--- src/rtl/alu3_pkg.sv ---
package alu3_pkg;
  typedef enum logic [2:0] {
    OP_AND = 3'b000,
    OP_OR  = 3'b001,
    OP_ADD = 3'b010,
    OP_SUB = 3'b110,
    OP_SLT = 3'b111
  } alu_op_e;
endpackage

--- src/rtl/alu3_logic.sv ---
module alu3_logic #(
  parameter int WIDTH = 32
) (
  input  logic [WIDTH-1:0] a_i,
  input  logic [WIDTH-1:0] b_i,
  output logic [WIDTH-1:0] and_o,
  output logic [WIDTH-1:0] or_o
);
  for (genvar g = 0; g < WIDTH; g++) begin : g_bit
    assign and_o[g] = a_i[g] & b_i[g];
    assign or_o[g]  = a_i[g] | b_i[g];
  end
endmodule

--- src/rtl/alu3_addsub.sv ---
module alu3_addsub #(
  parameter int WIDTH = 32
) (
  input  logic [WIDTH-1:0] a_i,
  input  logic [WIDTH-1:0] b_i,
  input  logic             sub_i,
  output logic [WIDTH-1:0] sum_o,
  output logic             ovf_o
);
  localparam int MSB = WIDTH - 1;

  logic [WIDTH-1:0] b_eff;
  logic [WIDTH:0]   full;

  // subtract as a + ~b + 1
  assign b_eff = sub_i ? ~b_i : b_i;
  assign full  = {1'b0, a_i} + {1'b0, b_eff} + {{WIDTH{1'b0}}, sub_i};
  assign sum_o = full[MSB:0];
  assign ovf_o = (a_i[MSB] == b_eff[MSB]) && (sum_o[MSB] != a_i[MSB]);
endmodule

--- src/rtl/alu3_slt.sv ---
module alu3_slt #(
  parameter int WIDTH = 32
) (
  input  logic             diff_msb_i,
  input  logic             ovf_i,
  output logic [WIDTH-1:0] lt_o
);
  // sign of a-b, corrected when the subtraction overflowed
  assign lt_o = {{(WIDTH-1){1'b0}}, diff_msb_i ^ ovf_i};
endmodule

--- src/rtl/alu3_top.sv ---
module alu3_top
  import alu3_pkg::*;
#(
  parameter int WIDTH = 32
) (
  input  logic [WIDTH-1:0] a_i,
  input  logic [WIDTH-1:0] b_i,
  input  logic [2:0]       op_i,
  output logic [WIDTH-1:0] result_o,
  output logic             zero_o
);
  logic [WIDTH-1:0] and_w, or_w, sum_w, lt_w;
  logic             ovf_w;
  logic             sub_w;

  // bit 2 of the code is set for both subtract and compare
  assign sub_w = op_i[2];

  alu3_logic #(.WIDTH(WIDTH)) logic_i (
    .a_i   (a_i),
    .b_i   (b_i),
    .and_o (and_w),
    .or_o  (or_w)
  );

  alu3_addsub #(.WIDTH(WIDTH)) addsub_i (
    .a_i   (a_i),
    .b_i   (b_i),
    .sub_i (sub_w),
    .sum_o (sum_w),
    .ovf_o (ovf_w)
  );

  alu3_slt #(.WIDTH(WIDTH)) slt_i (
    .diff_msb_i (sum_w[WIDTH-1]),
    .ovf_i      (ovf_w),
    .lt_o       (lt_w)
  );

  always_comb begin
    case (op_i)
      OP_AND:  result_o = and_w;
      OP_OR:   result_o = or_w;
      OP_ADD,
      OP_SUB:  result_o = sum_w;
      OP_SLT:  result_o = lt_w;
      default: result_o = '0;
    endcase
  end

  assign zero_o = ~|result_o;
endmodule

--- config.mk ---
export PLATFORM = sky130hd
export DESIGN_NAME = alu3_top
export DESIGN_NICKNAME = d
export VERILOG_FILES = /design/src/rtl/alu3_pkg.sv /design/src/rtl/alu3_logic.sv /design/src/rtl/alu3_addsub.sv /design/src/rtl/alu3_slt.sv /design/src/rtl/alu3_top.sv
export SDC_FILE = /design/constraint.sdc
export NUM_CORES = 1
export LEC_CHECK = 0
export BUFFER_PORTS_ARGS = -buffer_cell sky130_fd_sc_hd__buf_2
export CAP_MARGIN = 20
export CORE_MARGIN = 2
export CORE_UTILIZATION = 45
export DETAILED_ROUTE_END_ITERATION = 7
export GPL_TIMING_DRIVEN = 0
export PLACE_DENSITY = 0.71
export SETUP_SLACK_MARGIN = 0.4
export SYNTH_ARGS = -nofsm -noshare
export SYNTH_HDL_FRONTEND = slang
export SYNTH_SLANG_ARGS = --single-unit
export TNS_END_PERCENT = 10
--- constraint.sdc ---
create_clock -name vclk -period 15.9
set_input_delay 3.18 -clock vclk [all_inputs]
set_output_delay 3.18 -clock vclk [all_outputs]
set_load 0.005 [all_outputs]
==> impl_metrics.tcl <==
set metrics [dict create \
    worst_ir_drop_vdd_v 0.00002094 \
    hold_viol 0 \
    endpoint_kind "output pin" \
    initial_core_util 0.4627 \
    cellPowerDensity_mw_per_mm2 49.12 \
    clock_buffers 0 \
    rsz0062_at_grt "false" \
    max_cap_violations 0 \
    antenna_cells 0 \
    vias_per_cell 6.345 \
    synth_cell_types 75 \
    regArea_um2 0 \
    nFlopsAndLatches 0 \
    fin_tns_setup_ns 0 \
    startpoint_type "primary input" \
    cts_setup_buffers 0 \
    max_freq_mhz 88.86 \
    ctsResizeCount 0 \
    grt_pass1_wl_mm 18.84 \
    synth_area_per_cell_um2 6.991 \
    required_ns 12.72 \
    fin_crit_ns 11.25 \
    fin_hold_ws_ns 6.818 \
    drtPass1Iterations 5 \
    remaining_drc_errors 0 \
    synth_warnings 0 \
    leakagePower_nw 1.816 \
    wirelength_mm 12.17 \
    fin_cells 678 \
    crit_type "in2out" \
    dp_cells 678 \
    cts_hold_buf 0 \
    crit_fanout 10 \
    maxSlewHeadroom 0.3308 \
    vias 4302 \
    worstMarginPinSlew_ns 1.004 \
    syn2layout_area_growth_pct 18.46 \
    arrival_ns 8.07 \
    fill_cells 742 \
    final_util 0.5480 \
    die_area_mm2 0.008164 \
    slew_viol_final 0 \
    die_h_um 90.36 \
    finalSetupViolCount 0 \
    portBuffers 99 \
    routabilityCongestion 0.9889 \
    holdCritPathClass "in2out" \
    dieWidth_um 90.36 \
    finalCritPeriodShare 0.7077 \
    core_area_mm2 0.007253 \
    wire_per_inst_um 17.96 \
    ios 100 \
    rows 31 \
    grt_pass1_vias 3830 \
    netlist_area_mm2 0.003356 \
    drt_iter0_drc 332 \
    grt-ovfl-total 0 \
    syn-num-nets 582 \
    antenna_found_initial 0 \
    syn-instance-count 480 \
    fin_nets 683 \
    grt_usage 0.2778 \
    hpwl_mm 9.801 \
    antenna_left 0 \
    layout-drive-gt1-share 0.2245 \
    ys_seq_area_frac 0 \
    status "completed" \
    grt_max_degree 11 \
]
## final timing paths
check             startpoint           end  slack, ns  cells past startpoint
setup / recovery     op_i[2]        zero_o       4.65                     16
hold / removal       op_i[2]  result_o[31]       6.82                      3
## cell type report
cell class,count,area [µm²],share of cell area
buffer,26,112.6,0.02833
inverter,19,71.32,0.01794
multi-input combinational,435,3172,0.7979
tap,99,123.9,0.03116
timing repair buffer,99,495.5,0.1246
## power breakdown
| group | internal [mW] | switching, mW | total, mW | leakage [nW] |
|---|---|---|---|---|
| clock network | 0 | 0 | 0 | 0 |
| registers | 0 | 0 | 0 | 0 |
| logic | 0.0779 | 0.117 | 0.195 | 1.82 |
| total | 0.0779 | 0.117 | 0.195 | 1.82 |
## layer usage
layer / track usage / vias up / wire, µm
met4: 0.05385 / 0 / 231
met5: 0 / - / 0
met2: 0.4699 / 230 / 5511
met3: 0.01336 / 21 / 953
li1: - / 2038 / -
met1: 0.3925 / 2013 / 5477
## logic make-up (layout without fill, tap and decap cells)
family                     after synthesis  in the layout  share of synthesized area
AOI/OAI and AO/OA                      159            159                     0.3449
xor gates and xnor gates                46             46                     0.1201
adders and majority gates               62             62                     0.2133
buffers and inverters                   45            144                    0.05481
muxes                                    6              6                    0.02051
and+or+nand+nor                        162            162                     0.2465
## through the flow
step	setup slack (ns)	cell area (µm²)	power, mW
final	4.647	3975	0.1953
after global routing	4.469	3975	0.2129
after CTS	4.886	3975	0.1909
after detailed placement	4.908	3975	0.1899
after global placement	5.008	3975	0.1870
after floorplan	6.219	3356	0.1331
## placed cells by master, fill, tap and decap left out, types with 19 or more instances in the layout
cell / n
nand3_1: 19
xor2_1: 36
buf_2: 110
maj3_1: 27
ha_1: 34
o21ai_0: 38
a21oi_1: 30
nor2_1: 20
nand2_1: 58
inv_1: 19
## synthesized netlist by cell type (9+ instances only)
master    count  share of area
ha_1         34           0.13
buf_2        11          0.016
inv_1        19          0.021
clkbuf_1      9          0.010
o21ai_0      38          0.057
xor2_1       36          0.094
maj3_1       27          0.081
nand3_1      19          0.028
nand4_1      10          0.019
or3_1        10          0.019
xnor2_1      10          0.026
nor2_1       20          0.022
nand2_1      58          0.065
a21o_1       11          0.025
a21oi_1      30          0.045
## worst max-delay path, stage by stage
cell       delay (ns)
buf_2            0.18
buf_1            0.73
xor2_1           0.26
inv_1            0.09
fa_1             0.41
nand2b_1         0.22
a2111oi_1        0.83
o21ai_0          0.42
a31oi_1          0.30
o21ai_0          0.10
a32oi_1          0.43
o2111ai_1        0.22
nor4b_2          0.31
nand2_1          0.13
nor3_2           0.12
buf_2            0.13
Note: power is estimated with default switching activity, not from simulation.
